### src/rtl/tbase_pkg.sv
package tbase_pkg;

  typedef enum logic [1:0] {
    MODE_UP     = 2'd0,
    MODE_DOWN   = 2'd1,
    MODE_UPDOWN = 2'd2,
    MODE_HOLD   = 2'd3
  } cntMode_e;

  typedef enum logic [1:0] {
    SO_PASS = 2'd0,
    SO_ZERO = 2'd1,
    SO_CMPB = 2'd2,
    SO_OFF  = 2'd3
  } syncSel_e;

  // control word bit positions
  localparam int CTL_MODE_LSB = 0;
  localparam int CTL_PHEN     = 2;
  localparam int CTL_DIRECT   = 3;
  localparam int CTL_SEL_LSB  = 4;
  localparam int CTL_SWF      = 6;
  localparam int CTL_HS_LSB   = 7;
  localparam int CTL_DIV_LSB  = 10;
  localparam int CTL_PHDIR    = 13;

  localparam int ADDR_CTL   = 0;
  localparam int ADDR_PRD   = 1;
  localparam int ADDR_PHASE = 2;
  localparam int ADDR_CLR   = 3;

  typedef struct packed {
    cntMode_e mode;
    logic     phaseEn;
    logic     phaseDir;
    logic     directLoad;
    syncSel_e syncSel;
  } tbCfg_t;

  typedef struct packed {
    logic tick;
    logic syncHw;
    logic syncAny;
    logic prdWr;
    logic clrSync;
    logic clrMax;
  } tbStrobe_t;

endpackage

### src/rtl/tbase_ctrl.sv
module tbase_ctrl
  import tbase_pkg::*;
#(
  parameter int CNT_W  = 16,
  parameter int ADDR_W = 2,
  parameter int PRE_W  = 3
) (
  input  logic              clk,
  input  logic              rstN,
  input  logic              wrEn,
  input  logic [ADDR_W-1:0] wrAddr,
  input  logic [CNT_W-1:0]  wrData,
  input  logic              syncIn,
  output tbCfg_t            cfg,
  output tbStrobe_t         strb,
  output logic [CNT_W-1:0]  phaseVal,
  output logic [CNT_W-1:0]  prdShadow
);

  localparam int DIV_W = (1 << PRE_W) + PRE_W;

  logic [PRE_W-1:0] divCode;
  logic [PRE_W-1:0] hsCode;
  logic [DIV_W-1:0] hsMul;
  logic [DIV_W-1:0] divTotal;
  logic [DIV_W-1:0] preCnt;
  logic             tick;
  logic             wrCtl, wrPrd, wrPhase, wrClr;
  logic             syncHwQ, syncAnyQ, prdWrQ, clrSyncQ, clrMaxQ;

  assign wrCtl   = wrEn && (wrAddr == ADDR_W'(ADDR_CTL));
  assign wrPrd   = wrEn && (wrAddr == ADDR_W'(ADDR_PRD));
  assign wrPhase = wrEn && (wrAddr == ADDR_W'(ADDR_PHASE));
  assign wrClr   = wrEn && (wrAddr == ADDR_W'(ADDR_CLR));

  // two-stage ratio: power of two times (1 or even step)
  always_comb begin
    hsMul    = (hsCode == '0) ? DIV_W'(1) : DIV_W'({hsCode, 1'b0});
    divTotal = hsMul << divCode;
  end

  assign tick = (preCnt >= divTotal - DIV_W'(1));

  always_ff @(posedge clk) begin
    if (!rstN) preCnt <= '0;
    else if (tick) preCnt <= '0;
    else preCnt <= preCnt + DIV_W'(1);
  end

  always_ff @(posedge clk) begin
    if (!rstN) begin
      cfg       <= '{mode: MODE_HOLD, phaseEn: 1'b0, phaseDir: 1'b0,
                     directLoad: 1'b0, syncSel: SO_PASS};
      divCode   <= '0;
      hsCode    <= '0;
      phaseVal  <= '0;
      prdShadow <= '0;
    end else begin
      if (wrCtl) begin
        cfg.mode       <= cntMode_e'(wrData[CTL_MODE_LSB +: 2]);
        cfg.phaseEn    <= wrData[CTL_PHEN];
        cfg.directLoad <= wrData[CTL_DIRECT];
        cfg.syncSel    <= syncSel_e'(wrData[CTL_SEL_LSB +: 2]);
        cfg.phaseDir   <= wrData[CTL_PHDIR];
        hsCode         <= wrData[CTL_HS_LSB +: PRE_W];
        divCode        <= wrData[CTL_DIV_LSB +: PRE_W];
      end
      if (wrPrd)   prdShadow <= wrData;
      if (wrPhase) phaseVal  <= wrData;
    end
  end

  // event strobes, one clock after their cause
  always_ff @(posedge clk) begin
    if (!rstN) begin
      syncHwQ  <= 1'b0;
      syncAnyQ <= 1'b0;
      prdWrQ   <= 1'b0;
      clrSyncQ <= 1'b0;
      clrMaxQ  <= 1'b0;
    end else begin
      syncHwQ  <= syncIn;
      syncAnyQ <= syncIn || (wrCtl && wrData[CTL_SWF]);
      prdWrQ   <= wrPrd;
      clrSyncQ <= wrClr && wrData[0];
      clrMaxQ  <= wrClr && wrData[1];
    end
  end

  always_comb begin
    strb.tick    = tick;
    strb.syncHw  = syncHwQ;
    strb.syncAny = syncAnyQ;
    strb.prdWr   = prdWrQ;
    strb.clrSync = clrSyncQ;
    strb.clrMax  = clrMaxQ;
  end

  // with a ratio above one, two ticks are never back to back
  p_tick_gap_r2: assert property (@(posedge clk) disable iff (!rstN)
    (tick && divTotal > DIV_W'(1) && !wrCtl) |=> !tick);

  // the force bit gives a single sync event, never a held one
  p_force_once_r8: assert property (@(posedge clk) disable iff (!rstN)
    (syncAnyQ && !syncIn && !wrCtl) |=> !syncAnyQ);

endmodule

### src/rtl/tbase_count.sv
module tbase_count
  import tbase_pkg::*;
#(
  parameter int CNT_W = 16
) (
  input  logic             clk,
  input  logic             rstN,
  input  tbCfg_t           cfg,
  input  tbStrobe_t        strb,
  input  logic [CNT_W-1:0] phaseVal,
  input  logic [CNT_W-1:0] prdShadow,
  input  logic [CNT_W-1:0] cmpB,
  output logic [CNT_W-1:0] count,
  output logic             dirUp,
  output logic             ctrZero,
  output logic             ctrPeriod,
  output logic             syncOut,
  output logic             syncSeen,
  output logic             maxSeen
);

  logic [CNT_W-1:0] actPrd;
  logic [CNT_W-1:0] nxtCnt;
  logic             nxtDir;
  logic             atZero;
  logic             phaseLoad;

  assign atZero    = (count == '0);
  assign ctrZero   = strb.tick && atZero;
  assign ctrPeriod = strb.tick && (count == actPrd);
  assign phaseLoad = strb.syncAny && cfg.phaseEn;

  always_comb begin
    nxtCnt = count;
    nxtDir = dirUp;
    if (phaseLoad) begin
      nxtCnt = phaseVal;
      if (cfg.mode == MODE_UPDOWN) nxtDir = cfg.phaseDir;
    end else if (strb.tick) begin
      unique case (cfg.mode)
        MODE_UP: begin
          nxtDir = 1'b1;
          nxtCnt = (count >= actPrd) ? '0 : count + CNT_W'(1);
        end
        MODE_DOWN: begin
          nxtDir = 1'b0;
          nxtCnt = atZero ? actPrd : count - CNT_W'(1);
        end
        MODE_UPDOWN: begin
          if (actPrd == '0) begin
            nxtCnt = '0;
          end else if (dirUp) begin
            if (count >= actPrd) begin
              nxtDir = 1'b0;
              nxtCnt = count - CNT_W'(1);
            end else begin
              nxtCnt = count + CNT_W'(1);
            end
          end else if (atZero) begin
            nxtDir = 1'b1;
            nxtCnt = count + CNT_W'(1);
          end else begin
            nxtCnt = count - CNT_W'(1);
          end
        end
        default: ;
      endcase
    end
  end

  always_ff @(posedge clk) begin
    if (!rstN) begin
      count <= '0;
      dirUp <= 1'b1;
    end else begin
      count <= nxtCnt;
      dirUp <= nxtDir;
    end
  end

  // active period: direct copy or promotion at the zero tick
  always_ff @(posedge clk) begin
    if (!rstN) actPrd <= '0;
    else if (cfg.directLoad) begin
      if (strb.prdWr) actPrd <= prdShadow;
    end else if (ctrZero) begin
      actPrd <= prdShadow;
    end
  end

  always_ff @(posedge clk) begin
    if (!rstN) begin
      syncSeen <= 1'b0;
      maxSeen  <= 1'b0;
    end else begin
      if (strb.syncHw) syncSeen <= 1'b1;
      else if (strb.clrSync) syncSeen <= 1'b0;
      if (count == '1) maxSeen <= 1'b1;
      else if (strb.clrMax) maxSeen <= 1'b0;
    end
  end

  always_comb begin
    unique case (cfg.syncSel)
      SO_PASS: syncOut = strb.syncHw;
      SO_ZERO: syncOut = ctrZero;
      SO_CMPB: syncOut = strb.tick && (count == cmpB);
      default: syncOut = 1'b0;
    endcase
  end

  // up count leaves the top of the period to zero
  p_up_wrap_r3: assert property (@(posedge clk) disable iff (!rstN)
    (strb.tick && !phaseLoad && cfg.mode == MODE_UP && count >= actPrd)
    |=> (count == '0));

  // down count at zero reloads the active period
  p_down_reload_r4: assert property (@(posedge clk) disable iff (!rstN)
    (strb.tick && !phaseLoad && cfg.mode == MODE_DOWN && count == '0)
    |=> (count == $past(actPrd)));

  // triangle turns downward at the period
  p_updown_turn_r5: assert property (@(posedge clk) disable iff (!rstN)
    (strb.tick && !phaseLoad && cfg.mode == MODE_UPDOWN && dirUp
     && actPrd != '0 && count >= actPrd) |=> !dirUp);

  // hold mode keeps the count
  p_hold_stable_r6: assert property (@(posedge clk) disable iff (!rstN)
    (cfg.mode == MODE_HOLD && !phaseLoad) |=> $stable(count));

  // sync with phase enable loads the phase value
  p_phase_load_r7: assert property (@(posedge clk) disable iff (!rstN)
    (strb.syncAny && cfg.phaseEn) |=> (count == $past(phaseVal)));

  // max flag stays until cleared
  p_max_sticky_r12: assert property (@(posedge clk) disable iff (!rstN)
    (maxSeen && !strb.clrMax) |=> maxSeen);

endmodule

### src/rtl/pwm_timebase.sv
module pwm_timebase
  import tbase_pkg::*;
#(
  parameter int CNT_W  = 16,
  parameter int ADDR_W = 2,
  parameter int PRE_W  = 3
) (
  input  logic              clk,
  input  logic              rstN,
  input  logic              wrEn,
  input  logic [ADDR_W-1:0] wrAddr,
  input  logic [CNT_W-1:0]  wrData,
  input  logic              syncIn,
  input  logic [CNT_W-1:0]  cmpB,
  output logic [CNT_W-1:0]  count,
  output logic              dirUp,
  output logic              tickEn,
  output logic              ctrZero,
  output logic              ctrPeriod,
  output logic              syncOut,
  output logic              syncSeen,
  output logic              maxSeen
);

  tbCfg_t           cfg;
  tbStrobe_t        strb;
  logic [CNT_W-1:0] phaseVal;
  logic [CNT_W-1:0] prdShadow;

  tbase_ctrl #(.CNT_W(CNT_W), .ADDR_W(ADDR_W), .PRE_W(PRE_W)) ctrl_i (
    .clk(clk), .rstN(rstN), .wrEn(wrEn), .wrAddr(wrAddr), .wrData(wrData),
    .syncIn(syncIn), .cfg(cfg), .strb(strb), .phaseVal(phaseVal),
    .prdShadow(prdShadow)
  );

  tbase_count #(.CNT_W(CNT_W)) count_i (
    .clk(clk), .rstN(rstN), .cfg(cfg), .strb(strb), .phaseVal(phaseVal),
    .prdShadow(prdShadow), .cmpB(cmpB), .count(count), .dirUp(dirUp),
    .ctrZero(ctrZero), .ctrPeriod(ctrPeriod), .syncOut(syncOut),
    .syncSeen(syncSeen), .maxSeen(maxSeen)
  );

  assign tickEn = strb.tick;

endmodule

### config.mk
export PLATFORM = sky130hd
export DESIGN_NAME = pwm_timebase
export DESIGN_NICKNAME = d
export VERILOG_FILES = /design/src/rtl/tbase_pkg.sv /design/src/rtl/tbase_ctrl.sv /design/src/rtl/tbase_count.sv /design/src/rtl/pwm_timebase.sv
export SDC_FILE = /design/constraint.sdc
export NUM_CORES = 1
export LEC_CHECK = 0
export ABC_AREA = 1
export BUFFER_PORTS_ARGS = -buffer_cell sky130_fd_sc_hd__buf_2
export CAP_MARGIN = 10
export CORE_MARGIN = 2
export CORE_UTILIZATION = 25
export CTS_CLUSTER_DIAMETER = 80
export DETAILED_ROUTE_END_ITERATION = 10
export HOLD_SLACK_MARGIN = 0.08
export MAX_ROUTING_LAYER = met4
export PLACE_DENSITY_LB_ADDON = 0.05
export SYNTH_ARGS = -nofsm -noshare
export SYNTH_HDL_FRONTEND = slang
export SYNTH_SLANG_ARGS = --single-unit
### constraint.sdc
create_clock -name clk -period 3.95 [get_ports clk]
set_clock_uncertainty 0.05 [all_clocks]
set_input_delay 0.79 -clock clk [delete_from_list [all_inputs] [get_ports clk]]
set_output_delay 0.79 -clock clk [all_outputs]
set_load 0.05 [all_outputs]
Word-level counts from Yosys, hierarchy flattened
Cells that the tools add are included.
- flip-flop bits (word level): 96
- input port bits: 38
- output and inout bits: 23
- logic and storage cells: 95
- add/sub/neg operators: 4
- order comparisons: 2
- equality and inequality tests: 13
- shift-type cells: 1
- mux-type cells: 26
- bitwise logic cells: 1
- reductions and logical operators: 28
- operators with widths (cell ; number):
    16-bit 2-to-1 mux ; 11
    16-bit one-hot mux with 3 select lines ; 1
    16-bit equality test ; 2
    16-bit zero test ; 2
    16-bit by 1-bit adder with 16-bit output (second input constant) ; 1
    16-bit equality test (second input constant) ; 1
    16-bit greater-or-equal comparator ; 1
    16-bit by 1-bit subtractor with 16-bit output (second input constant) ; 1
    11-bit by 1-bit adder with 11-bit output (second input constant) ; 1
    11-bit greater-or-equal comparator ; 1
    1-bit logical AND ; 11
    1-bit 2-to-1 mux ; 11
    11-bit by 3-bit << shifter with 11-bit output ; 1
    11-bit by 1-bit subtractor with 11-bit output (second input constant) ; 1
    2-bit equality test (second input constant) ; 4
    2-bit nonzero test ; 4
    2-bit by 1-bit equality test with 1-bit output (second input constant) ; 3
    2-bit zero test ; 3
    1-bit one-hot mux with 3 select lines ; 2
    4-bit 2-to-1 mux ; 1
    2-bit != test (second input constant) ; 2
    2-bit AND reduction ; 2
    4-bit AND reduction ; 1
    4-bit nonzero test ; 1
    other kinds (6) ; 6

Logic depth before layout (Yosys ltp)
Gate-level depths: netlist of the first run.
- depth after elaboration: 8
- mapped depth: 25
- mapped depth without buffers: 24

By module
From an unflattened synthesis of the first run, not the netlist that was laid out.
- cell total of the unflattened synthesis: 973
- area, all modules: 6632.6 um^2
- modules (own cells, without submodules) (module ; times used ; cells each ; area an instance (um^2) ; sequential area each (um^2)):
    tbase_count ; 1 ; 581 ; 3698.5 ; 700.7
    tbase_ctrl ; 1 ; 392 ; 2934.1 ; 1221.2

Worst setup path before layout of the first run
Ideal clock, no wire load.
- path kind: register to output
- start point: register ctrl_i.hsCode[0]
- end point: output port syncOut
- arrival: 3389 ps
- data required time: 3110 ps
- path slack: -279 ps
- cell stages (with the launch flop): 19
- buffers on the path: 0
- cells stage by stage: dfxtp_1 > nor3_2 > nor2_1 > nor2_1 > nand3_1 > ha_1 > nand3_1 > inv_2 > nand2_1 > nor2_1 > nand2_1 > xnor2_1 > ha_1 > a21oi_1 > o21a_1 > a21boi_2 > nand3_2 > nand3_1 > o311ai_0
- cells in the longest elaborated chain, start to end: 7
- elaborated cells on any way between the ends: 8
- those cells by class: add/sub (1); order compare (1); shift (1); mux (2); reduce/logical (3)
- RTL lines (item ; line ; RTL):
    start, declared ; tbase_ctrl.sv:23 ; logic [PRE_W-1:0] hsCode;
    start signal, assigned ; tbase_ctrl.sv:65 ; hsCode <= wrData[CTL_HS_LSB +: PRE_W];
    3-bit zero test ; tbase_ctrl.sv:38 ; hsMul = (hsCode == '0) ? DIV_W'(1) : DIV_W'({hsCode, 1'b0});
    4-bit 2-to-1 mux * ; tbase_ctrl.sv:38 ;
    11-bit by 3-bit << shifter with 11-bit output * ; tbase_ctrl.sv:39 ; divTotal = hsMul << divCode;
    11-bit by 1-bit subtractor with 11-bit output * ; tbase_ctrl.sv:42 ; assign tick = (preCnt >= divTotal - DIV_W'(1));
    11-bit greater-or-equal comparator * ; tbase_ctrl.sv:42 ;
    via tickEn ; pwm_timebase.sv:17 ; output logic tickEn,
    1-bit logical AND, on equally long branches ; tbase_count.sv:107, tbase_count.sv:29 ;
    1-bit one-hot mux with 3 select lines * ; tbase_count.sv:104 ; unique case (cfg.syncSel)
    end, declared ; pwm_timebase.sv:20 ; output logic syncOut,
Mark *: on every way through the listed nets, which the timed path passes. The rest lies on a longest branch.

Final worst setup path of the first run
- start point: register ctrl_i.hsCode[0]
- end point: output port syncOut
- cells in the longest elaborated chain, start to end: 7
- elaborated cells on any way between the ends: 8
- those cells by class: add/sub (1); order compare (1); shift (1); mux (2); reduce/logical (3)
- RTL lines (item ; line):
    3-bit zero test ; tbase_ctrl.sv:38
    4-bit 2-to-1 mux * ; tbase_ctrl.sv:38
    11-bit by 3-bit << shifter with 11-bit output * ; tbase_ctrl.sv:39
    11-bit by 1-bit subtractor with 11-bit output * ; tbase_ctrl.sv:42
    11-bit greater-or-equal comparator * ; tbase_ctrl.sv:42
    1-bit logical AND, on equally long branches ; tbase_count.sv:107, tbase_count.sv:29
    1-bit one-hot mux with 3 select lines * ; tbase_count.sv:104
Mark *: on every way between the ends. The rest lies on a longest branch, timed or not.

==> key figures, run 1 <==
Floorplan
  – Die width: 169 microns
  – # IOs: 61
  – Core area: 0.0269 sq mm
  – Starting Density: 25.4%
  – Row count: 60
  – Die Height: 169 microns
  – Die Area: 0.0286 sq mm

Logic synthesis
  – Synth Area in Compound Gates: 15.8%
  – Post-Synthesis Cells: 1044
  – Synth Area in Adders: 6.60%
  – Ranking of synthesized cells by area: dfxtp_1 28%, nand2_1 14%, nor2_1 8.6%
  – Post-Syn Nets: 1118
  – Post-synthesis register bit count: 96
  – Cell variety after synth: 50
  – Asr flop ratio synth: 0%
  – Sequential share of the synthesized area: 28.2%
  – Main combinational cell family by area after synthesis: simple AND/OR/NAND/NOR gates
  – Number of synthesized flops with an enable pin: 0
  – Post-synthesis mux area share: 0%
  – Post-synth top area share: 28.2%
  – Synth Flop Type: dfxtp_1
  – Xor-xnor portion of the synthesized cell area: 6.02%
  – Yosys warns: 0
  – Average cell area after synthesis: 6.54 sq um
  – Post-Synth Simple-Gate Area: 34.1%
  – Cell accounting for the most synthesized area: dfxtp_1
  – Cell Area, Synth: 0.00682 sq mm

Critical path
  – CP Launch Type: flop
  – Worst path depth: 19
  – Bufs and invs on worst path: 2
  – Worst Setup EP: syncOut
  – RR Startpoint: ctrl_i.hsCode[0]$_SDFFE_PN0P_
  – Worst R2R Setup Slack: 0.29 ns
  – CP max stage cell: dfxtp_2
  – CP peak stage delay: 0.39 ns
  – Worst Path Max Fanout: 5
  – CP Class: reg2out
  – Critical Path, Cell by Cell: nor3_4, nor2_4, nor2_4, buf_4, a31oi_4, nand2_1, nor2_2, nand2_4, nor2_2, nand2_1, xnor2_1, ha_1, a21oi_1, o21a_1, a21boi_4, nand3_4, nand4_1, o311ai_2, buf_6
  – FF-to-FF End: count_i.count[14]$_SDFFE_PN0P_
  – Crit. End Element: output pin
  – Critical Path Source: ctrl_i.hsCode[0]$_SDFFE_PN0P_
  – Crit path max-delay family: simple AND/OR/NAND/NOR gates
  – Worst Path Arrival: 3.25 ns
  – R2R depth: 25
  – Required time of the critical path: 3.11 ns

Global route
  – First-pass GRT wire length: 39600 microns
  – GRT overflow: 0
  – Largest net degree at the start of global routing: 28
  – Number of global-route vias before repair: 6721
  – Total GRT Usage: 18.7%
  – Initial antenna violation count: 0

Placement
  – DP Area: 0.00747 sq mm
  – DP HPWL: 19200 microns
  – Placer's final routability congestion estimate: 0.836
  – Placed cells: 1418
  – I/O Buffers: 60

STA
  – Max_slew headroom: 40.3%
  – Post-route minimum period: 4.09 ns
  – Fin. max-slew vios: 0
  – Final setup violation count: 4
  – Final worst-path setup slack: -0.144 ns
  – RSZ-0062 raised after global routing: true
  – Worst-margin pin slew: 0.890 ns
  – Final hold slack: 0.410 ns
  – Final worst path period share: 104%
  – Fmax: 244 MHz
  – Final hold viol count: 0

Power
  – Pleak: 3.82 nW
  – Pwr dens: 418 mW/mm^2
  – Peak VDD IR: 278 uV

Clock tree
  – Root Driver: clkbuf_16
  – TritonCTS buffer count: 9
  – CTS tree: built
  – Later-pin clock latency in the skew report: 0.36 ns
  – CTS Sinks: 96
  – H-tree levels: 3
  – Longest Clk Path Bufs: 2
  – Hold-fix buffers, CTS: 0
  – Clock-pin slew on the worst setup and hold paths: 0.08 ns

Status
  – Failing checks: negative setup slack
  – Outcome: finished with violations

Detailed routing
  – Drt total wl: 25500 microns
  – Via Count: 6740
  – Drc violations: 0
  – WL/cell: 17.6 microns
  – Antenna-violating nets left: 0
  – Via-per-instance ratio: 4.66
  – DRT Pass-1 Iters: 5
  – DR iter-0 viols: 281

Min path
  – Hold Crit Class: reg2reg
  – Hold_sp: ctrl_i.phaseVal[2]$_SDFFE_PN0P_

Finish
  – Layout cell share with drive strength beyond 1: 18.3%
  – Final cell count without fillers: 1445
  – Final instance area: 0.00810 sq mm
  – Area delta synth->final: 18.7%
  – Fin nets: 1173
  – # fillers: 2992
  – Ant. Diodes: 0

Job
  – Max-Cap Viols: 0
==> sequential cells by signal, summed over array words and instances, names as in the netlist, 3 cells and up <==
| name | cells |
|---|---|
| count_i.actPrd | 16 |
| count_i.count | 16 |
| ctrl_i.hsCode | 3 |
| ctrl_i.prdShadow | 16 |
| ctrl_i.cfg | 7 |
| ctrl_i.phaseVal | 16 |
| ctrl_i.divCode | 3 |
| ctrl_i.preCnt | 11 |
==> routing by layer <==
metal / vias up / routed length [microns] / GRT usage [%]
met5: - / 0 / -
met4: 0 / 301 / 4.12
met3: 17 / 666 / 2.26
met2: 78 / 12100 / 30.7
met1: 3143 / 12400 / 24.6
li1: 3502 / - / -
==> final cells by class <==
cell class,instances,area (sq um),area share (%)
clock inverter,6,53.8,0.664
sequential,96,1930,23.9
timing repair buffer,95,628,7.75
tap,341,427,5.27
inverter,92,363,4.48
clock buffer,10,229,2.83
multi-input combinational,805,4470,55.1
==> cells in the final DEF, fill, tap and decap left out, drive strengths merged, types with 6 or more instances in the layout <==
cell type  count
a21oi         80
dfxtp         96
ha            36
xnor2         17
inv           90
nand4         14
o211ai        10
xor2          29
clkinv         6
nor3          11
a31oi          7
o21ai         93
clkbuf        10
nand3         61
nor2         173
buf           95
nand2        250
==> tightest hold or removal path, cell delays in order, from the launching register on <==
cell and delay (ns):
dfxtp_1 0.30, inv_1 0.06, a21oi_1 0.06
==> worst min path at each step <==
stage	depth (start not counted)	end
4_1_cts	2	ctrl_i.phaseVal[2]$_SDFFE_PN0P_
3_3_place_gp	2	ctrl_i.phaseVal[4]$_SDFFE_PN0P_
2_1_floorplan	1	ctrl_i.preCnt[0]$_SDFF_PP0_
5_1_grt	2	ctrl_i.phaseVal[2]$_SDFFE_PN0P_
6_report	2	ctrl_i.phaseVal[2]$_SDFFE_PN0P_
3_5_place_dp	2	ctrl_i.phaseVal[2]$_SDFFE_PN0P_
==> what timing repair did <==
item,4_1_cts,5_1_grt
pin swaps,17,24
setup endpoints to repair,4,10
buffers inserted,7,4
hold endpoints to repair,0,0
resized for setup,31,45
==> cell usage after synthesis, types with 2 or more instances <==
cell,number
nand2_2,2
dfxtp_1,96
nand3b_1,4
nand3_1,56
a21oi_1,78
nand4_1,14
nor3_1,8
a21o_1,2
nand2_1,246
nor2_4,5
nor2_8,3
buf_2,14
inv_1,73
nor2_2,8
xnor2_1,17
clkbuf_1,20
xor2_1,28
inv_2,13
buf_6,7
nor2_1,157
buf_4,7
nor4_1,3
clkinv_1,4
nor3_2,2
inv_4,2
buf_1,2
nand3_2,5
or2_1,3
nor3b_1,3
a31oi_1,6
nand2_4,2
ha_1,36
a21oi_2,2
o211ai_1,10
o21ai_1,30
o21ai_0,62
==> metrics by stage <==
step	total power, mW	setup WS [ns]	utilization [%]	setup TNS, ns
6_report	3.39	-0.144	30.1	-0.364
5_1_grt	3.64	-0.325	30.1	-1.12
4_1_cts	3.38	-0.116	29.4	-0.296
3_5_place_dp	2.44	0.0600	27.8	0
3_3_place_gp	2.43	0.0719	27.8	0
2_1_floorplan	2.00	-0.0875	-	-0.182
==> power breakdown <==
part	switching, mW	total, mW	internal [mW]
Clock	0.450	0.889	0.438
Combinational	0.965	1.43	0.464
Sequential	0.0421	1.07	1.03
Total	1.46	3.38	1.93
==> cells by family after synthesis <==
group,count (synthesis)
XOR/XNOR,46
AND/OR/NAND/NOR,524
adder cells (fa/ha/maj),36
AO/OA/AOI/OAI,199
flip-flops,96
buffers and inverters,143
(Power assumes the default switching activity.)
==> run 2: changes to the inputs <==
- ABC_AREA: 1 -> 0
==> run 2 against run 1 <==
  * The run still ends with negative setup slack left
  * Non-clock buffer count is 44 higher
  * Clock power is 20% higher
  * Combinational power is 27% lower
  * Synthesized cell count is 16% lower
  * First-iteration DRC count is 84% higher
  * Worst hold slack worse by 0.0044 ns
  * Maximum frequency is 5.1% lower
  * Die area is 4.8% lower
  * Critical path depth is 2 lower
  * Largest power group is now the clock network
  * Clock-buffer cell count is 1 lower
  * Core utilization is 2.1 points higher
  * Via count is 0.96% lower
==> key figures, run 2 <==
Critical path
  – CP max stage cell: or4_4
  – Bufs and invs on worst path: 3 (+1)
  – Crit path max-delay family: compound AO/OA/AOI/OAI gates
  – Required time of the critical path: 3.11 ns (about the same)
  – Worst Path Arrival: 3.47 ns (+0.22 ns)
  – Crit. End Element: output pin
  – CP Class: reg2out
  – CP peak stage delay: 0.44 ns (+0.05 ns)
  – Worst Path Max Fanout: 3 (-2)
  – Critical Path, Cell by Cell: buf_6, or2_4, or4_4, ha_4, o21ai_4, nor2_2, xnor2_1, ha_1, a211oi_2, o21ai_1, a21oi_2, o21ai_2, nand2_4, clkinvlp_4, a31oi_4, o22ai_4, buf_6
  – Crit-path most repeated cell: buf_6
  – CP Launch Type: flop

Global route
  – Largest net degree at the start of global routing: 42 (+50%)
  – Total GRT Usage: 20.5% (+1.8 points)
  – Met3 Usage GRT: 2.87% (+0.61 points)
  – First-pass GRT wire length: 40200 microns (+1.7%)
  – GRT overflow: 0 (unchanged)
  – GR Util met1: 30.7% (+6.2 points)
  – Met2 Use GR: 28.4% (-2.3 points)
  – Initial antenna violation count: 0 (unchanged)
  – Number of global-route vias before repair: 6378 (-5.1%)
  – Global routing's busiest layer: met1

STA
  – Max_slew headroom: 38.9% (-1.4 points)
  – Fin. max-slew vios: 0 (unchanged)
  – Final worst path period share: 109% (+5.6 points)
  – Final worst-path setup slack: -0.364 ns (-0.221 ns)
  – Final setup violation count: 4 (unchanged)
  – Final hold slack: 0.405 ns (-0.00443 ns)
  – Worst-margin pin slew: 0.917 ns (+0.0270 ns)
  – RSZ-0062 raised after global routing: true
  – Fmax: 232 MHz (-5.1%)
  – Final hold viol count: 0 (unchanged)
  – Post-route minimum period: 4.31 ns (+0.221 ns)

Logic synthesis
  – Post-synth top area share: 29.6% (+1.5 points)
  – Synth top cells by count: 151 x nand2_1, 96 x dfxtp_1, 74 x a21oi_1
  – Ranking of synthesized cells by area: dfxtp_1 30%, nand2_1 8.7%, ha_1 6.9%
  – Yosys warns: 0 (unchanged)
  – Post-Syn Nets: 953 (-15%)
  – Post-synthesis register bit count: 96 (unchanged)
  – Cell Area, Synth: 0.00649 sq mm (-4.9%)
  – Average cell area after synthesis: 7.38 sq um (+13%)
  – Number of synthesized flops with an enable pin: 0 (unchanged)
  – Sequential share of the synthesized area: 29.6% (+1.5 points)
  – Synth Flop Type: dfxtp_1
  – Most common cell in the netlist: nand2_1
  – Asr flop ratio synth: 0% (unchanged)
  – Post-Synthesis Cells: 879 (-16%)
  – Cell variety after synth: 69 (+38%)
  – Cell accounting for the most synthesized area: dfxtp_1

Finish
  – Most frequent cells in the layout: 150 x nand2_1, 92 x dfxtp_1, 73 x buf_4, 72 x a21oi_1, 58 x nor2_1
  – Area delta synth->final: 25.8%
  – Layout cell share with drive strength beyond 1: 20.4% (+2.1 points)
  – Final instance area: 0.00816 sq mm (+0.79%)
  – Commonest non-fill, non-tap cell in the layout: nand2_1
  – Ant. Diodes: 0 (unchanged)
  – Fin nets: 1041 (-11%)

Clock tree
  – Later-pin clock latency in the skew report: 0.36 ns (about the same)
  – TritonCTS buffer count: 9 (unchanged)
  – H-tree levels: 3 (unchanged)
  – CTS tree: built
  – Clock-pin slew on the worst setup and hold paths: 0.07 ns (about the same)
  – CTS Sinks: 96 (unchanged)
  – Longest Clk Path Bufs: 2 (unchanged)
  – Root Driver: clkbuf_16

Detailed routing
  – DR iter-0 viols: 518 (+84%)
  – DRT Pass-1 Iters: 5 (unchanged)
  – Via-per-instance ratio: 5.13 (+9.9%)
  – Via Count: 6675 (-0.96%)
  – Antenna-violating nets left: 0 (unchanged)
  – Drt total wl: 26800 microns (+5.0%)
  – Drc violations: 0 (unchanged)
  – WL/cell: 20.6 microns (+17%)

Power
  – Pwr dens: 386 mW/mm^2 (-7.7%)
  – Pleak: 3.14 nW (-18%)
  – Peak VDD IR: 212 uV (-24%)

Floorplan
  – Die Height: 165 microns (-2.4%)
  – Die width: 165 microns (-2.4%)
  – # IOs: 61 (unchanged)
  – Starting Density: 25.6% (+0.23 points)
  – Row count: 58 (-3.3%)
  – Die Area: 0.0273 sq mm (-4.8%)
  – Core area: 0.0253 sq mm (-5.8%)

Status
  – Failing checks: negative setup slack
  – Outcome: finished with violations

Min path
  – Hold Crit Class: reg2reg

Job
  – Max-Cap Viols: 0 (unchanged)

Placement
  – Placer's final routability congestion estimate: 0.868 (+3.8%)
  – DP HPWL: 20200 microns (+5.2%)
  – DP Area: 0.00763 sq mm (+2.2%)
  – I/O Buffers: 60 (unchanged)
## run 2: cell types whose count changed in the layout (fill, tap and decap cells not counted), moves of 14 or more
cell and delta:
nor2_1 -90, o21ai_1 -20, buf_4 +42, inv_1 -35
o21ai_0 -21, nand2_1 -88, xnor2_1 +18, and3_1 +14
nand3_1 -15
## run 2: cells by family after synthesis
logic type	Yosys count	synth area share (%)
AND/OR/NAND/NOR	358	26.2
AO/OA/AOI/OAI	225	22.0
buffers and inverters	100	6.31
flip-flops	96	29.6
XOR/XNOR	54	7.29
adder cells (fa/ha/maj)	36	6.94
multiplexers	10	1.64
## run 2: metrics by stage
stage	setup WS [ns]	power [mW]	utilization [%]	TNS [ns]	cells
after detailed placement	-0.249	2.02	30.1	-0.718	1281
after CTS	-0.427	3.13	31.9	-1.51	1299
after global placement	-0.257	2.04	30.1	-0.691	1281
final	-0.364	3.15	32.2	-1.29	1302
after floorplan	-0.272	1.67	-	-0.603	879
after global routing	-0.566	3.30	32.2	-2.02	1302
## run 2: report_power, final
part	switching [mW]	internal [mW]	total (mW)
sequential	0.0399	1.00	1.04
clock	0.437	0.629	1.07
combinational	0.633	0.408	1.04
## run 2: routing by layer
metal / wire [microns] / part of all wire [%]
met5: 0 / 0
met1: 14000 / 52
met2: 10800 / 41
met4: 520 / 1.9
met3: 1400 / 5.2
## run 2: timing repair
| action | 4_1_cts | 5_1_grt |
|---|---|---|
| gates cloned | 0 | 0 |
| hold buffers | 0 | 0 |
| setup endpoints to repair | 4 | 4 |
| resized for setup | 24 | 13 |
| buffers inserted | 2 | 3 |
| pin swaps | 6 | 10 |
## run 2: area by class of cell
| class | instances | area [sq um] |
|---|---|---|
| Clock buffer | 9 | 225 |
| Clock inverter | 7 | 128 |
| Fill cell | 2781 | 17200 |
| Inverter | 38 | 146 |
| Multi-Input combinational cell | 683 | 4340 |
| Sequential cell | 96 | 1930 |
| Tap cell | 330 | 413 |
| Timing Repair Buffer | 139 | 983 |
## run 2: tightest hold or removal path: stages, from the launching register on
cell and delay [ns]:
dfxtp_1 0.31, nand2_1 0.05, a21oi_1 0.05
## run 2: final timing paths
check / to / slack, ns / startpoint / cells past startpoint
worst min-delay path: ctrl_i.phaseVal[2]$_SDFFE_PN0P_ / 0.41 / ctrl_i.phaseVal[2]$_SDFFE_PN0P_ / 2
worst max-delay path: syncOut / -0.36 / ctrl_i.hsCode[1]$_SDFFE_PN0P_ / 17
worst min register to register: ctrl_i.phaseVal[2]$_SDFFE_PN0P_ / 0.41 / ctrl_i.phaseVal[2]$_SDFFE_PN0P_ / 2
worst max register to register: count_i.count[0]$_SDFFE_PN0P_ / 0.35 / ctrl_i.hsCode[1]$_SDFFE_PN0P_ / 17
